## src/rtl/nor_cmd_pkg.sv

```systemverilog
// Shared types and command codes for the NOR flash command interpreter.
// Assumes 8-bit command data and 12-bit unlock address comparison.
package nor_cmd_pkg;
    typedef enum logic [1:0] {
        MODE_ARRAY   = 2'd0,
        MODE_AUTOSEL = 2'd1,
        MODE_CFI     = 2'd2
    } rd_mode_e;

    typedef enum logic [1:0] {
        SEQ_IDLE   = 2'd0,
        SEQ_GOT_AA = 2'd1,
        SEQ_GOT_55 = 2'd2
    } seq_e;

    typedef enum logic [1:0] {
        ACT_NONE    = 2'd0,
        ACT_AUTOSEL = 2'd1,
        ACT_CFI     = 2'd2,
        ACT_RESET   = 2'd3
    } act_e;

    localparam logic [7:0] CODE_UNLK1   = 8'hAA;
    localparam logic [7:0] CODE_UNLK2   = 8'h55;
    localparam logic [7:0] CODE_AUTOSEL = 8'h90;
    localparam logic [7:0] CODE_RESET   = 8'hF0;
    localparam logic [7:0] CODE_CFI     = 8'h98;

    localparam logic [11:0] W_UNLK1_ADDR = 12'h555;
    localparam logic [11:0] W_UNLK2_ADDR = 12'h2AA;
    localparam logic [11:0] W_CFI_ADDR   = 12'h055;
    localparam logic [11:0] B_UNLK1_ADDR = 12'hAAA;
    localparam logic [11:0] B_UNLK2_ADDR = 12'h555;
    localparam logic [11:0] B_CFI_ADDR   = 12'h0AA;
endpackage

```

## src/rtl/nor_seq_tracker.sv

```systemverilog
// Unlock sequence tracker. Follows the two-write unlock prefix and turns
// the write that completes a command into a one-cycle action code.
// Assumes at most one write per clock; compares only the low 12 address bits.
module nor_seq_tracker
    import nor_cmd_pkg::*;
(
    input  logic        clk,
    input  logic        rst_n,
    input  logic        byte_mode,
    input  logic        wr_en,
    input  logic [11:0] wr_lo,
    input  logic [7:0]  wr_data,
    output act_e        act_o,
    output logic        idle_o
);
    seq_e        st, st_nxt;
    logic [11:0] a_unlk1, a_unlk2, a_cfi;

    // Pick the unlock and query addresses for the bus organisation
    always_comb begin
        a_unlk1 = byte_mode ? B_UNLK1_ADDR : W_UNLK1_ADDR;
        a_unlk2 = byte_mode ? B_UNLK2_ADDR : W_UNLK2_ADDR;
        a_cfi   = byte_mode ? B_CFI_ADDR   : W_CFI_ADDR;
    end

    // Next sequence state and completed-command action
    always_comb begin
        st_nxt = st;
        act_o  = ACT_NONE;
        if (wr_en) begin
            unique case (st)
                SEQ_IDLE: begin
                    if (wr_data == CODE_RESET)
                        act_o = ACT_RESET;
                    else if (wr_data == CODE_CFI && wr_lo == a_cfi)
                        act_o = ACT_CFI;
                    else if (wr_data == CODE_UNLK1 && wr_lo == a_unlk1)
                        st_nxt = SEQ_GOT_AA;
                end
                SEQ_GOT_AA: begin
                    st_nxt = (wr_data == CODE_UNLK2 && wr_lo == a_unlk2) ?
                             SEQ_GOT_55 : SEQ_IDLE;
                end
                SEQ_GOT_55: begin
                    st_nxt = SEQ_IDLE;
                    if (wr_lo == a_unlk1) begin
                        if (wr_data == CODE_AUTOSEL)
                            act_o = ACT_AUTOSEL;
                        else if (wr_data == CODE_RESET)
                            act_o = ACT_RESET;
                    end
                end
                default: st_nxt = SEQ_IDLE;
            endcase
        end
    end

    // Sequence state register
    always_ff @(posedge clk) begin
        if (!rst_n) st <= SEQ_IDLE;
        else        st <= st_nxt;
    end

    assign idle_o = (st == SEQ_IDLE);
endmodule

```

## src/rtl/nor_mode_ctrl.sv

```systemverilog
// Read mode register. Applies action codes and keeps the mode that the
// query mode was entered from, so a reset in query mode returns there.
// Assumes at most one action per clock.
module nor_mode_ctrl
    import nor_cmd_pkg::*;
(
    input  logic     clk,
    input  logic     rst_n,
    input  act_e     act_i,
    output rd_mode_e mode_o
);
    rd_mode_e ret_mode;

    // Mode and return-slot update
    always_ff @(posedge clk) begin
        if (!rst_n) begin
            mode_o   <= MODE_ARRAY;
            ret_mode <= MODE_ARRAY;
        end else begin
            unique case (act_i)
                ACT_AUTOSEL: if (mode_o != MODE_CFI) mode_o <= MODE_AUTOSEL;
                ACT_CFI: begin
                    if (mode_o != MODE_CFI) begin
                        ret_mode <= mode_o;
                        mode_o   <= MODE_CFI;
                    end
                end
                ACT_RESET: mode_o <= (mode_o == MODE_CFI) ? ret_mode : MODE_ARRAY;
                default: ;
            endcase
        end
    end
endmodule

```

## src/rtl/nor_ident_mux.sv

```systemverilog
// Identifier read path. In identifier mode, decodes the word offset from
// the read address and registers the matching word. Otherwise it registers zero.
// Assumes word-address bits 0..3 and 6 select, and the block number sits in the top BLK_W bits.
module nor_ident_mux
    import nor_cmd_pkg::*;
#(
    parameter int          ADDR_W      = 25,
    parameter int          BLK_W       = 8,
    parameter logic [15:0] MFR_ID      = 16'h0020,
    parameter logic [15:0] DEV_ID      = 16'h227E,
    parameter bit          TOP_VARIANT = 1'b1
) (
    input  logic                  clk,
    input  logic                  rst_n,
    input  logic                  byte_mode,
    input  rd_mode_e              mode_i,
    input  logic [ADDR_W-1:0]     rd_addr,
    input  logic [(1<<BLK_W)-1:0] blk_prot,
    input  logic                  ext_locked,
    output logic [15:0]           rd_data,
    output logic                  rd_drive
);
    localparam int WA_W = ADDR_W - 1;
    localparam logic [1:0][15:0] ID_TAB = {DEV_ID, MFR_ID};

    logic [WA_W-1:0]  wa;
    logic [BLK_W-1:0] blk_idx;
    logic [7:0]       ext_code;
    logic             sel_ok;
    logic [15:0]      word_nxt;
    logic             unused_bits;

    // Word address for the bus organisation
    assign wa      = byte_mode ? rd_addr[ADDR_W-1:1] : rd_addr[WA_W-1:0];
    assign blk_idx = wa[WA_W-1 -: BLK_W];
    assign sel_ok  = !wa[6] && !wa[3] && !wa[2];
    assign unused_bits = ^{wa[5:4], wa[WA_W-BLK_W-1:7]};

    // Extended-block verify code for the protection variant
    generate
        if (TOP_VARIANT) begin : g_top
            assign ext_code = ext_locked ? 8'h99 : 8'h19;
        end else begin : g_bot
            assign ext_code = ext_locked ? 8'h89 : 8'h09;
        end
    endgenerate

    // Select the identifier word for the decoded offset
    always_comb begin
        word_nxt = '0;
        if (sel_ok) begin
            unique case (wa[1:0])
                2'd0, 2'd1: word_nxt = ID_TAB[wa[0]];
                2'd2:       word_nxt = {15'd0, blk_prot[blk_idx]};
                default:    word_nxt = {8'd0, ext_code};
            endcase
        end
        if (byte_mode) word_nxt[15:8] = 8'd0;
    end

    // Output register for the read bus
    always_ff @(posedge clk) begin
        if (!rst_n) begin
            rd_data  <= '0;
            rd_drive <= 1'b0;
        end else if (mode_i == MODE_AUTOSEL) begin
            rd_data  <= word_nxt;
            rd_drive <= 1'b1;
        end else begin
            rd_data  <= '0;
            rd_drive <= 1'b0;
        end
    end
endmodule

```

## src/rtl/nor_cmd_decoder.sv

```systemverilog
// Top of the NOR flash command interpreter. Connects the unlock tracker,
// the mode register and the identifier read path.
// Assumes the caller presents one bus write per clock on wr_en.
module nor_cmd_decoder
    import nor_cmd_pkg::*;
#(
    parameter int          ADDR_W      = 25,
    parameter int          BLK_W       = 8,
    parameter logic [15:0] MFR_ID      = 16'h0020,
    parameter logic [15:0] DEV_ID      = 16'h227E,
    parameter bit          TOP_VARIANT = 1'b1
) (
    input  logic                  clk,
    input  logic                  rst_n,
    input  logic                  byte_mode,
    input  logic                  wr_en,
    input  logic [ADDR_W-1:0]     wr_addr,
    input  logic [7:0]            wr_data,
    input  logic [ADDR_W-1:0]     rd_addr,
    input  logic [(1<<BLK_W)-1:0] blk_prot,
    input  logic                  ext_locked,
    output logic [1:0]            mode_o,
    output logic [15:0]           rd_data,
    output logic                  rd_drive
);
    act_e     act;
    rd_mode_e mode;
    logic     seq_idle;
    logic     unused_wr_hi;

    assign unused_wr_hi = ^wr_addr[ADDR_W-1:12];

    nor_seq_tracker u_seq (
        .clk     (clk),
        .rst_n   (rst_n),
        .byte_mode(byte_mode),
        .wr_en   (wr_en),
        .wr_lo   (wr_addr[11:0]),
        .wr_data (wr_data),
        .act_o   (act),
        .idle_o  (seq_idle)
    );

    nor_mode_ctrl u_mode (
        .clk   (clk),
        .rst_n (rst_n),
        .act_i (act),
        .mode_o(mode)
    );

    nor_ident_mux #(
        .ADDR_W     (ADDR_W),
        .BLK_W      (BLK_W),
        .MFR_ID     (MFR_ID),
        .DEV_ID     (DEV_ID),
        .TOP_VARIANT(TOP_VARIANT)
    ) u_ident (
        .clk       (clk),
        .rst_n     (rst_n),
        .byte_mode (byte_mode),
        .mode_i    (mode),
        .rd_addr   (rd_addr),
        .blk_prot  (blk_prot),
        .ext_locked(ext_locked),
        .rd_data   (rd_data),
        .rd_drive  (rd_drive)
    );

    assign mode_o = mode;
endmodule

```

## config.mk

```make
export PLATFORM = sky130hd
export DESIGN_NAME = nor_cmd_decoder
export DESIGN_NICKNAME = d
export VERILOG_FILES = /design/src/rtl/nor_cmd_pkg.sv /design/src/rtl/nor_seq_tracker.sv /design/src/rtl/nor_mode_ctrl.sv /design/src/rtl/nor_ident_mux.sv /design/src/rtl/nor_cmd_decoder.sv
export SDC_FILE = /design/constraint.sdc
export NUM_CORES = 1
export LEC_CHECK = 0
export BUFFER_PORTS_ARGS = -buffer_cell sky130_fd_sc_hd__clkbuf_2
export CAP_MARGIN = 20
export CORE_AREA = 4 4 129 131
export DETAILED_ROUTE_END_ITERATION = 7
export DIE_AREA = 0 0 133 135
export GPL_TIMING_DRIVEN = 0
export PLACE_DENSITY_LB_ADDON = 0.2
export SKIP_CTS_REPAIR_TIMING = 1
export SYNTH_ARGS = -nofsm -noshare
export SYNTH_HDL_FRONTEND = slang
export SYNTH_SLANG_ARGS = --single-unit
```

## constraint.sdc

```tcl
create_clock -name clk -period 2.9 [get_ports clk]
set_input_delay 0.725 -clock clk [delete_from_list [all_inputs] [get_ports clk]]
set_output_delay 0.725 -clock clk [all_outputs]
set_load 0.01 [all_outputs]
```

==> run summary <==
Latest clock arrival within the worst-skew pair - 0.24 ns
H-tree depth - 1
Routed length on met2 - 9801 um
Leak - 0.002710 uW
Crit path launch type - primary input
Crit Path Class - in -> reg
PwrDens - 218.0 nW/um2
GP Congestion - 0.9476
Post-route design area - 5341 um2
Reported net switching power - 452.2 uW
Int Pwr - 712.1 uW
CP Data Arrival Time - 2.93 ns
Least-Margin Pin Slew - 0.7877 ns
CTS buffer count - 3
Number of global-route vias before repair - 5,011
CP delay by family, top - compound AO/OA/AOI/OAI gates
Comb power frac - 0.623
Global-route wire length before repair - 28,680 um
Clock Power Share - 0.223
Post-DP HPWL - 16,940 um
Reg power frac - 0.154
Nets@finish - 1,128
WL met3 - 1356 um
Multi-input logic area - 2865 um2
Clk sinks - 13
Via count - 4,989
CP cell instances - clkbuf_2, buf_6, mux2_4, buf_4, buf_4, a31oi_2, a221oi_1, a211oi_2, nand4_1, a41oi_1, nor4_1
Clock Pin Slew Worst Setup and Hold Paths - 0.04 ns
Slew Limit Headroom - 0.4714
Worst vdd ir - 208.0 uV
Outcome - complete, no violations
Antenna cell count - 0
Maximum clock frequency - 0.3565 GHz
# IOs - 338
Worst Path Max Fanout - 10
Max Cap Violations - 0
Core Util, Final - 0.3425
Vias per std cell - 4.872
Initial DRC count - 266
Fin. Hold Viols - 0
Net Sw Frac - 0.3884
Dpl cells - 1,020
Min cycle time layout - 2.805 ns
GRT overflow - 0
Met1 wire length - 8093 um
Setup violators final - 0
Die Span X - 133 um
Largest net degree at the start of global routing - 11
Commonest non-fill, non-tap cell in the layout - clkbuf_2
Pre-antenna DRT Iters - 7
Flop-to-flop setup slack - 0.99 ns
Most frequent cells in the layout - 319 x clkbuf_2, 148 x nand2_1, 51 x nand3_1, 24 x nand4_1
Synth warnings - 0
Clock Tree Buf Depth - 2
Mean post-synth cell area - 6.713 um2
Row Count - 46
Initial antenna violation count - 0
CTS root buf - clkbuf_16
Sequential area share after synthesis - 0.07912
Synth unique cells - 60
Crit path buffers/inverters - 4
Mapped Cells - 490
Placed cell area - 5125 um2
Routed WL per cell - 19.12 um
Port bufs - 309
Fraction of layout cells with a size suffix above 1 - 0.4703
Highest Signal Layer - met4
EDFF count, synth - 0
Layout area overhead - 62.38%
Slowest CP cell - mux2_4
Most used DFF post-synth - dfxtp_1
Number of routed nets with antenna violations - 0
Residual DRC - 0
FF+latch area - 260.3 um2
Synth Cell Area - 3289 um2
Core Box Area - 15,600 um2
Fin cells - 1,024
Die area - 17,960 um2
Most used cell, CP - buf_4
Initial Util - 0.2109
Worst hold path class - reg -> reg
Crit path largest cell delay - 0.36 ns
Fillers - 1,808
Die Y - 135 um
Setup Skew - 0.0006563 ns
WL final - 19,580 um
Power Total - 1164 uW
Worst setup EP type - register
Post-synth ARST share - 0
TritonCTS clock tree - built
Period Utilization, post-route - 0.9673
Synth Register Bits - 13
Final Max Tran Viols - 0
Crit path required time - 3.02 ns
GR Util All Layers - 0.2058
## per-stage QoR
step                       TNS, ns  worst slack (ns)  hold WS (ns)
after detailed placement   -0.8961           -0.8961        0.4580
after floorplan                  0            0.2834        0.4298
after CTS                  -0.6666           -0.6666        0.4677
after global placement     -0.8995           -0.8995        0.4554
after global routing      -0.01908          -0.01908        0.5148
final                            0           0.09477        0.4593
## layout make-up
| class | instances | area share |
|---|---|---|
| Buffer | 45 | 0.05364 |
| Inverter | 9 | 0.006325 |
| Sequential cell | 13 | 0.04872 |
| Clock buffer | 4 | 0.01476 |
| Multi-Input combinational cell | 428 | 0.5364 |
| Tap cell | 216 | 0.05060 |
| Timing Repair Buffer | 309 | 0.2895 |
## worst register-to-register path, stage by stage, from the launching register on
cell	delay [ns]
dfxtp_1	0.36
nor4_1	0.38
nand2_1	0.10
a211oi_1	0.20
o21ai_0	0.24
nor3b_1	0.33
o221a_2	0.24
## final timing paths
| path | from | to | cells past startpoint |
|---|---|---|---|
| setup / recovery | byte_mode | u_ident.rd_data[0] | 11 |
| hold / removal | u_mode.ret_mode[0] | u_mode.ret_mode[0] | 2 |
| setup reg to reg | u_seq.st[1] | u_mode.ret_mode[1] | 6 |
| hold reg to reg | u_mode.ret_mode[0] | u_mode.ret_mode[0] | 2 |
## power by group through the flow
| stage | Combinational (uW) | Sequential [uW] | Clock, uW |
|---|---|---|---|
| 2_1_floorplan | 354 | 183 | 0 |
| 3_3_place_gp | 700 | 183 | 0 |
| 3_5_place_dp | 702 | 183 | 0 |
| 4_1_cts | 704 | 179 | 265 |
| 5_1_grt | 801 | 179 | 275 |
| 6_report | 726 | 180 | 259 |
## sequential cells by signal, indices dropped and copies added, names as in the netlist
signal,flops
u_ident.rd_data,6
u_mode.mode_o,2
u_ident.rd_drive,1
u_seq.st,2
u_mode.ret_mode,2
## metal layers
metal | vias to the layer above | GRT usage
met5 | - | 0
met4 | 0 | 0.03580
met3 | 22 | 0.03800
met2 | 219 | 0.3710
met1 | 2268 | 0.2589
li1 | 2480 | -
## synthesized netlist by cell type, types with 5 or more instances
library cell | instances | area, um2
a2bb2oi_1 | 5 | 43.79
dfxtp_1 | 13 | 260.3
mux4_1 | 11 | 289.0
and3_1 | 8 | 50.05
nor2_1 | 14 | 52.55
o21ai_0 | 10 | 50.05
a21oi_1 | 10 | 50.05
buf_4 | 14 | 105.1
nand3_1 | 51 | 255.2
a221oi_1 | 5 | 43.79
nand2b_1 | 6 | 37.54
o22ai_1 | 5 | 31.28
clkbuf_1 | 13 | 48.80
nand2_1 | 148 | 555.5
buf_2 | 11 | 55.05
a31oi_1 | 20 | 125.1
nor3_1 | 5 | 25.02
nor4bb_1 | 6 | 60.06
nand4_1 | 24 | 150.1
a211oi_1 | 7 | 52.55
inv_1 | 9 | 33.78
mux2i_1 | 19 | 190.2
mux4_2 | 7 | 157.7
## cells by family (layout without fill, tap and decap cells)
family                 count (synthesis)  count (layout)  synth area share
muxes                                 40              40            0.2050
and+or+nand+nor                      286             286            0.4150
AOI/OAI and AO/OA                     96              96            0.2111
DFF                                   13              13           0.07912
buffers and inverters                 54             367           0.08862
other                                  1               6          0.001140
(Power assumes the default switching activity.)
